File: config.mk
export PLATFORM = sky130hd
export DESIGN_NAME = ipc_doorbell_mbox
export DESIGN_NICKNAME = d
export VERILOG_FILES = /design/src/rtl/ipc_db_pkg.sv /design/src/rtl/ipc_db_word.sv /design/src/rtl/ipc_db_port.sv /design/src/rtl/ipc_doorbell_mbox.sv
export SDC_FILE = /design/constraint.sdc
export NUM_CORES = 1
export LEC_CHECK = 0
export ABC_CLOCK_PERIOD_IN_PS = 11900
export BUFFER_PORTS_ARGS = -buffer_cell sky130_fd_sc_hd__clkbuf_2
export CORE_ASPECT_RATIO = 1.2
export CORE_MARGIN = 3
export CORE_UTILIZATION = 23
export DETAILED_ROUTE_END_ITERATION = 7
export HOLD_SLACK_MARGIN = 0.03
export PLACE_DENSITY = 0.43
export SKIP_CTS_REPAIR_TIMING = 1
export SYNTH_ARGS = -nofsm -noshare
export SYNTH_HDL_FRONTEND = slang
export SYNTH_SLANG_ARGS = --single-unit
File: constraint.sdc
create_clock -name clk -period 11.9 [get_ports clk]
set_input_delay 3.57 -clock clk [delete_from_list [all_inputs] [get_ports clk]]
set_output_delay 3.57 -clock clk [all_outputs]
set_load 0.005 [all_outputs]
File: src/rtl/ipc_db_pkg.sv
package ipc_db_pkg;
  localparam int NLINK     = 3;
  localparam int DW        = 32;
  localparam int AW        = 12;
  localparam int SEC_LINK  = 2;
  localparam int GRP_LSB   = 5;
  localparam int TX_OFFSET = 'h100;

  localparam logic [GRP_LSB-1:0] OFF_STAT = 5'h00;
  localparam logic [GRP_LSB-1:0] OFF_SET  = 5'h08;
  localparam logic [GRP_LSB-1:0] OFF_CLR  = 5'h10;

  // receive group base of each link on either side
  function automatic logic [AW-1:0] link_base(input int k);
    case (k)
      0:       link_base = 12'h000;
      1:       link_base = 12'h020;
      default: link_base = 12'h200;
    endcase
  endfunction
endpackage

File: src/rtl/ipc_db_word.sv
module ipc_db_word #(
  parameter int DW = ipc_db_pkg::DW
) (
  input  logic          clk,
  input  logic          rst_n,
  input  logic [DW-1:0] set_m,
  input  logic [DW-1:0] clr_m,
  output logic [DW-1:0] word,
  output logic          irq
);
  logic [DW-1:0] word_nxt;
  logic          irq_nxt;
  logic          upd_en;

  // next state: clear first, then set, so a set wins
  always_comb begin
    upd_en   = (|set_m) || (|clr_m);
    word_nxt = (word & ~clr_m) | set_m;
    irq_nxt  = |word_nxt;
  end

  always_ff @(posedge clk or negedge rst_n) begin
    if (!rst_n) begin
      word <= '0;
      irq  <= 1'b0;
    end else if (upd_en) begin
      word <= word_nxt;
      irq  <= irq_nxt;
    end
  end
endmodule

File: src/rtl/ipc_db_port.sv
module ipc_db_port #(
  parameter int DW    = ipc_db_pkg::DW,
  parameter int AW    = ipc_db_pkg::AW,
  parameter int NLINK = ipc_db_pkg::NLINK
) (
  input  logic                      psel,
  input  logic                      penable,
  input  logic                      pwrite,
  input  logic                      prot_ns,
  input  logic [AW-1:0]             paddr,
  input  logic [DW-1:0]             pwdata,
  input  logic [NLINK-1:0][DW-1:0]  rx_word,
  input  logic [NLINK-1:0][DW-1:0]  tx_word,
  output logic [DW-1:0]             prdata,
  output logic                      pslverr,
  output logic [NLINK-1:0][DW-1:0]  rx_set,
  output logic [NLINK-1:0][DW-1:0]  rx_clr,
  output logic [NLINK-1:0][DW-1:0]  tx_set,
  output logic [NLINK-1:0][DW-1:0]  tx_clr
);
  import ipc_db_pkg::*;
  localparam int GW = AW - GRP_LSB;

  logic                access;
  logic [GRP_LSB-1:0]  off;
  logic [GW-1:0]       grp;
  logic [NLINK-1:0]    hit_rx, hit_tx, deny, ok_rx, ok_tx;
  logic                wr_set, wr_clr, rd_stat;

  assign access  = psel && penable;
  assign off     = paddr[GRP_LSB-1:0];
  assign grp     = paddr[AW-1:GRP_LSB];
  assign wr_set  = pwrite && (off == OFF_SET);
  assign wr_clr  = pwrite && (off == OFF_CLR);
  assign rd_stat = !pwrite && (off == OFF_STAT);

  for (genvar k = 0; k < NLINK; k++) begin : g_link
    localparam logic [AW-1:0] RXB    = link_base(k);
    localparam logic [AW-1:0] TXB    = RXB + AW'(TX_OFFSET);
    localparam bit            IS_SEC = (k == SEC_LINK);

    assign hit_rx[k] = (grp == RXB[AW-1:GRP_LSB]);
    assign hit_tx[k] = (grp == TXB[AW-1:GRP_LSB]);
    assign deny[k]   = IS_SEC && prot_ns;
    assign ok_rx[k]  = access && hit_rx[k] && !deny[k];
    assign ok_tx[k]  = access && hit_tx[k] && !deny[k];

    assign rx_set[k] = (ok_rx[k] && wr_set) ? pwdata : '0;
    assign rx_clr[k] = (ok_rx[k] && wr_clr) ? pwdata : '0;
    assign tx_set[k] = (ok_tx[k] && wr_set) ? pwdata : '0;
    assign tx_clr[k] = (ok_tx[k] && wr_clr) ? pwdata : '0;
  end

  always_comb begin
    prdata = '0;
    for (int k = 0; k < NLINK; k++) begin
      if (ok_rx[k] && rd_stat) prdata = prdata | rx_word[k];
      if (ok_tx[k] && rd_stat) prdata = prdata | tx_word[k];
    end
    pslverr = access && (|((hit_rx | hit_tx) & deny));
  end
endmodule

File: src/rtl/ipc_doorbell_mbox.sv
module ipc_doorbell_mbox #(
  parameter int DW    = ipc_db_pkg::DW,
  parameter int AW    = ipc_db_pkg::AW,
  parameter int NLINK = ipc_db_pkg::NLINK
) (
  input  logic             clk,
  input  logic             rst_n,
  input  logic             a_psel,
  input  logic             a_penable,
  input  logic             a_pwrite,
  input  logic             a_pprot_ns,
  input  logic [AW-1:0]    a_paddr,
  input  logic [DW-1:0]    a_pwdata,
  output logic [DW-1:0]    a_prdata,
  output logic             a_pready,
  output logic             a_pslverr,
  output logic [NLINK-1:0] a_irq,
  input  logic             b_psel,
  input  logic             b_penable,
  input  logic             b_pwrite,
  input  logic             b_pprot_ns,
  input  logic [AW-1:0]    b_paddr,
  input  logic [DW-1:0]    b_pwdata,
  output logic [DW-1:0]    b_prdata,
  output logic             b_pready,
  output logic             b_pslverr,
  output logic [NLINK-1:0] b_irq
);
  // reset: asserted asynchronously, released after two clocks
  logic rst_s1_n, rst_q_n;
  always_ff @(posedge clk or negedge rst_n) begin
    if (!rst_n) begin
      rst_s1_n <= 1'b0;
      rst_q_n  <= 1'b0;
    end else begin
      rst_s1_n <= 1'b1;
      rst_q_n  <= rst_s1_n;
    end
  end

  // w_ab: A transmits, B receives; w_ba: B transmits, A receives
  logic [NLINK-1:0][DW-1:0] w_ab, w_ba;
  logic [NLINK-1:0][DW-1:0] a_rx_set, a_rx_clr, a_tx_set, a_tx_clr;
  logic [NLINK-1:0][DW-1:0] b_rx_set, b_rx_clr, b_tx_set, b_tx_clr;

  assign a_pready = 1'b1;
  assign b_pready = 1'b1;

  ipc_db_port #(.DW(DW), .AW(AW), .NLINK(NLINK)) u_port_a (
    .psel(a_psel), .penable(a_penable), .pwrite(a_pwrite), .prot_ns(a_pprot_ns),
    .paddr(a_paddr), .pwdata(a_pwdata), .rx_word(w_ba), .tx_word(w_ab),
    .prdata(a_prdata), .pslverr(a_pslverr),
    .rx_set(a_rx_set), .rx_clr(a_rx_clr), .tx_set(a_tx_set), .tx_clr(a_tx_clr)
  );

  ipc_db_port #(.DW(DW), .AW(AW), .NLINK(NLINK)) u_port_b (
    .psel(b_psel), .penable(b_penable), .pwrite(b_pwrite), .prot_ns(b_pprot_ns),
    .paddr(b_paddr), .pwdata(b_pwdata), .rx_word(w_ab), .tx_word(w_ba),
    .prdata(b_prdata), .pslverr(b_pslverr),
    .rx_set(b_rx_set), .rx_clr(b_rx_clr), .tx_set(b_tx_set), .tx_clr(b_tx_clr)
  );

  for (genvar k = 0; k < NLINK; k++) begin : g_words
    ipc_db_word #(.DW(DW)) u_ab (
      .clk(clk), .rst_n(rst_q_n),
      .set_m(a_tx_set[k] | b_rx_set[k]),
      .clr_m(a_tx_clr[k] | b_rx_clr[k]),
      .word(w_ab[k]), .irq(b_irq[k])
    );
    ipc_db_word #(.DW(DW)) u_ba (
      .clk(clk), .rst_n(rst_q_n),
      .set_m(b_tx_set[k] | a_rx_set[k]),
      .clr_m(b_tx_clr[k] | a_rx_clr[k]),
      .word(w_ba[k]), .irq(a_irq[k])
    );
  end
endmodule

After elaboration in Yosys (flattened, before gate mapping)
Cells that the tools add are included.
{ "totals": {"register_bits": 200, "inputBits": 98} }
{ "op_classes": {"n_eq_ne": 14, "mux": 36, "bitwise": 44, "reduce_logical": 96} }
{ "op_table": {"columns": ["op", "count"], "rows": [
  ["32-bit two-way mux", 36],
  ["32-bit OR", 28],
  ["32-bit OR reduction", 18],
  ["32-bit bitwise AND", 6],
  ["32-bit NOT", 6],
  ["1-bit logical AND", 62],
  ["7-bit by 4-bit equality test with 1-bit output, second input constant", 4],
  ["7-bit by 5-bit equality test with 1-bit output, second input constant", 4],
  ["7-bit by 1-bit equality test with 1-bit output, second input constant", 2],
  ["7-bit logical NOT", 2],
  ["5-bit by 4-bit equality test with 1-bit output, second input constant", 2],
  ["5-bit equality test, second input constant", 2],
  ["5-bit logical NOT", 2],
  ["3-bit bitwise AND", 2],
  ["1-bit logical OR", 6],
  ["3-bit OR", 2],
  ["3-bit OR reduction", 2],
  ["1-bit logical NOT", 4]
]} }

Longest topological paths before layout
{ "logic_depth": {"ltp_word": 14, "depth_mapped": 13, "depth_no_buf": 9} }

Hierarchy
From an unflattened synthesis, not the netlist that was laid out.
{ "hier_totals": {"hier_cells": 2598, "area_unflattened_um2": 20452.1} }
{ "modules_own_cells": {"columns": ["mod", "instances", "cells_per_inst", "area_per_inst_um2", "seq_area_each_um2"], "rows": [
  ["ipc_db_word", 6, 135, 1472.7, 825.8],
  ["ipc_db_port at u_port_b", 1, 709, 4626.9, 0.0],
  ["ipc_db_port at u_port_a", 1, 690, 4518.1, 0.0],
  ["ipc_doorbell_mbox", 1, 389, 2471.1, 50.0]
]} }

Worst setup path after synthesis
OpenSTA, ideal clock, no wires.
{ "synth_path": {"kind": "input to output", "from": "input port a_paddr[5]", "to": "output port a_prdata[10]", "arrival_time_ns": 5.403, "t_required_ns": 8.330, "slack_ns": 2.927, "cell_stages": 8, "path_buffers": 3, "cell_sequence": "nor4b_1 -> nand4b_1 -> clkbuf_1 -> clkbuf_1 -> nor2_1 -> clkbuf_1 -> a22oi_1 -> nand3_1"} }
{ "synth_between": {"elab_chain_cells": 14} }
{ "synth_rtl": {"columns": ["item", "line_no", "rtl"], "rows": [
  ["start: declaration", "ipc_doorbell_mbox.sv:12", "input logic [AW-1:0] a_paddr,"],
  ["7-bit logical NOT", "ipc_db_port.sv:42", "assign hit_rx[k] = (grp == RXB[AW-1:GRP_LSB]);"],
  ["1-bit logical AND", "ipc_db_port.sv:45", "assign ok_rx[k] = access && hit_rx[k] && !deny[k];"],
  ["1-bit logical AND", "ipc_db_port.sv:57", "if (ok_rx[k] && rd_stat) prdata = prdata | rx_word[k];"],
  ["32-bit two-way mux", "ipc_db_port.sv:57", null],
  ["32-bit OR", "ipc_db_port.sv:58", "if (ok_tx[k] && rd_stat) prdata = prdata | tx_word[k];"],
  ["32-bit two-way mux", "ipc_db_port.sv:58", null],
  ["32-bit OR", "ipc_db_port.sv:57", null],
  ["32-bit two-way mux", "ipc_db_port.sv:57", null],
  ["32-bit OR", "ipc_db_port.sv:58", null],
  ["32-bit two-way mux", "ipc_db_port.sv:58", null],
  ["32-bit OR", "ipc_db_port.sv:57", null],
  ["32-bit two-way mux", "ipc_db_port.sv:57", null],
  ["32-bit OR", "ipc_db_port.sv:58", null],
  ["32-bit two-way mux (*)", "ipc_db_port.sv:58", null],
  ["end: declaration", "ipc_doorbell_mbox.sv:14", "output logic [DW-1:0] a_prdata,"]
]} }
Mark *: on every way between the ends. The rest lies on a longest branch, timed or not.

Worst setup path in the final report
{ "layout_path": {"from": "input port a_paddr[6]", "to": "output port a_prdata[29]"} }
Same word-level chain as after synthesis.

==> impl_metrics.tcl <==
set metrics [dict create \
    outcome "complete, no violations" \
    cp.arrival_ns 6.54 \
    grt_usage_pct 29.7 \
    dp_hpwl_mm 65.7 \
    cp_data_required_time_ns 8.33 \
    post-synth-top-area-cell "dfrtp_1" \
    min_path_type "register to register" \
    port_buffers 169 \
    drv_slew 0 \
    die_height_um 274 \
    yosys_most_used_dff "dfrtp_1" \
    hold_viol 0 \
    maxSlewHeadroom_pct 10.3 \
    finalPower_mw 1.42 \
    synth.yosys.seq_area_share_pct 36.4 \
    startpoint "a_paddr[6]" \
    critical_path_class "input pin to output port" \
    drtAntennaViolNets 0 \
    final.setup.tns_ns 0 \
    final.setup_skew_ns 0.0131 \
    drt_iter0_markers 3130 \
    firstDrtPassIters 6 \
    path_cells "clkbuf_2 -> nor4bb_2 -> nand4_1 -> buf_4 -> nor2_4 -> buf_4 -> a22oi_1 -> nand3_1 -> clkbuf_2" \
    cts_tree "yes" \
    synth_edf_count 0 \
    period_share_pct 84.9 \
    synthTopCellsByArea "dfrtp_1 36%, a22oi_1 17%, o221ai_1 6.2%" \
    power_density_nw_per_um2 89.5 \
    finalSetupViolCount 0 \
    cap_violations 0 \
    grt_max_degree 71 \
    path_max_fanout 19 \
    p_leak_nw 6.62 \
    syn_inst 1641 \
    finalInstanceArea_sq_um 15900 \
    ys_seq_elements 200 \
    synth_top_area_share_pct 36.4 \
    syn_avg_cell_area_sq_um 8.38 \
    synth_area_sq_um 13800 \
    rsz0062_at_grt "no" \
    drive_gt1_share_pct 17.8 \
    timing.fmax_mhz 98.9 \
    synth_cell_types 55 \
    min_from "rst_s1_n" \
    htree_levels 4 \
    max_stage_delay_ns 0.80 \
    syn_to_final_growth_pct 15.6 \
    grt_antenna_before_repair 7 \
    finalNonFillerCells 2485 \
    wl_per_cell_um 38.8 \
    cpMaxStageDelayCell "nor4bb_2" \
    via_per_inst 7.00 \
    drc 0 \
    die_area_sq_um 62800 \
    grt_pass1_wl_mm 133 \
    cts_made_buffers 17 \
    async_reset_ff_share_pct 100 \
    holdWs_ns 0.351 \
    path_clk_slew_ns 0.07 \
    yosys_warnings 0 \
    die-width_um 229 \
    coreArea_sq_um 58700 \
    cts_buffer_depth 2 \
    routed_wirelength_mm 96.5 \
    gp_congestion 0.990 \
    initial_core_util_pct 23.4 \
    grt_pass1_vias 16600 \
    root_buffer "clkbuf_16" \
    timing.rr.start "g_words[2].u_ba.word[14]" \
    period_needed_ns 10.11 \
    worst_pin_slew_ns 1.34 \
    ios 172 \
    core.rowCount 97 \
    critPathCaptureType "output port" \
    num_vias 17400 \
    placedCellCount 2452 \
    ir_drop_v 0.0000746 \
    clock_sinks 200 \
    place_area_sq_um 15300 \
    gr-total-overflow 0 \
    worstSkewPairLatency_ns 0.47 \
    start_kind "input pin" \
    fin_nets 1777 \
]
[final timing paths]
check	endpoint	slack (ns)	depth (start not counted)
setup / recovery	a_prdata[29]	1.79	9
setup reg to reg	g_words[2].u_ba.irq	8.67	7
min in group asynchronous	g_words[2].u_ba.irq	0.51	0
max in group asynchronous	rst_q_n	8.92	1
hold reg to reg	rst_q_n	0.35	0
hold / removal	rst_q_n	0.35	0
[kinds of logic after synthesis]
logic type / count (synthesis) / synth area share (%)
muxes: 5 / 0.382
AOI/OAI and AO/OA: 656 / 36.7
and+or+nand+nor: 561 / 20.2
DFF: 200 / 36.4
buffers and inverters: 218 / 6.21
other: 1 / 0.0273
[through the flow]
stage,utilization [%],setup slack [ns]
after floorplan,-,2.93
after global placement,26.1,1.98
after detailed placement,26.1,1.90
after CTS,27.0,1.92
after global routing,27.0,1.73
final,27.1,1.79
[Yosys cell counts (all sizes together), types with 5 or more instances]
cell / number
buf: 21
nor3: 31
a21oi: 52
nand2: 195
a221o: 70
o22ai: 6
and3: 5
a22oi: 314
dfrtp: 200
nor4b: 5
and4: 5
clkbuf: 174
nor2b: 5
o21ai: 47
nand4: 27
or3: 13
o211ai: 22
inv: 23
nand3: 109
nor4: 67
o221a: 12
or4: 13
a221oi: 17
o221ai: 97
nor2: 63
[layout by cell type (no fill, tap or decap), drive strengths merged, types with 4 or more instances in the layout]
| cell type | count |
|---|---|
| and2 | 4 |
| nor3 | 31 |
| nand4 | 27 |
| inv | 27 |
| diode | 4 |
| o211a | 4 |
| or3 | 13 |
| nand3 | 109 |
| nand2 | 195 |
| a21oi | 52 |
| a221o | 70 |
| or4 | 13 |
| nand2b | 4 |
| clkbuf | 189 |
| and4 | 5 |
| o21ai | 47 |
| a22oi | 314 |
| o221ai | 97 |
| a221oi | 17 |
| or2 | 4 |
| o211ai | 22 |
| nor4 | 67 |
| o22ai | 6 |
| nor2 | 63 |
| nor4b | 5 |
| buf | 43 |
| dfrtp | 200 |
| o221a | 12 |
| and3 | 5 |
| nor2b | 5 |
[where the power goes]
group | total (mW) | switching (mW) | internal (mW) | leakage (nW)
registers | 0.688 | 0.00722 | 0.681 | 2.68
clock network | 0.609 | 0.310 | 0.300 | 0.271
logic | 0.125 | 0.102 | 0.0229 | 3.67
[sequential cells by signal, summed over array words and instances (netlist names)]
| signal | count |
|---|---|
| g_words.u_ab.word | 96 |
| g_words.u_ba.word | 96 |
| g_words.u_ab.irq | 3 |
| g_words.u_ba.irq | 3 |
| rst_q_n | 1 |
| rst_s1_n | 1 |
[worst max-delay path: cells and delay by family]
family                 cells  cell delay (ns)
buffers and inverters      4             0.97
AND/OR/NAND/NOR            4             1.79
AO/OA/AOI/OAI              1             0.16
[area by class of cell]
type / count / area, sq um
clock inverters: 9 / 90.1
repair buffers: 212 / 1170
fillers: 6437 / 42800
inverters: 23 / 86.3
flip-flops and latches: 200 / 5010
multi-input cells: 1225 / 8090
diodes: 4 / 10.0
well taps: 792 / 991
clock buffers: 20 / 457
[routing by layer]
| layer | part of all wire, % | vias up | global-route usage [%] |
|---|---|---|---|
| met2 | 43 | 1586 | 45.2 |
| met5 | 0.13 | - | 0.938 |
| met1 | 38 | 8769 | 37.4 |
| met4 | 6.5 | 8 | 17.0 |
| li1 | - | 6719 | - |
| met3 | 12 | 325 | 8.49 |
Power figures use the tool's default switching activity.
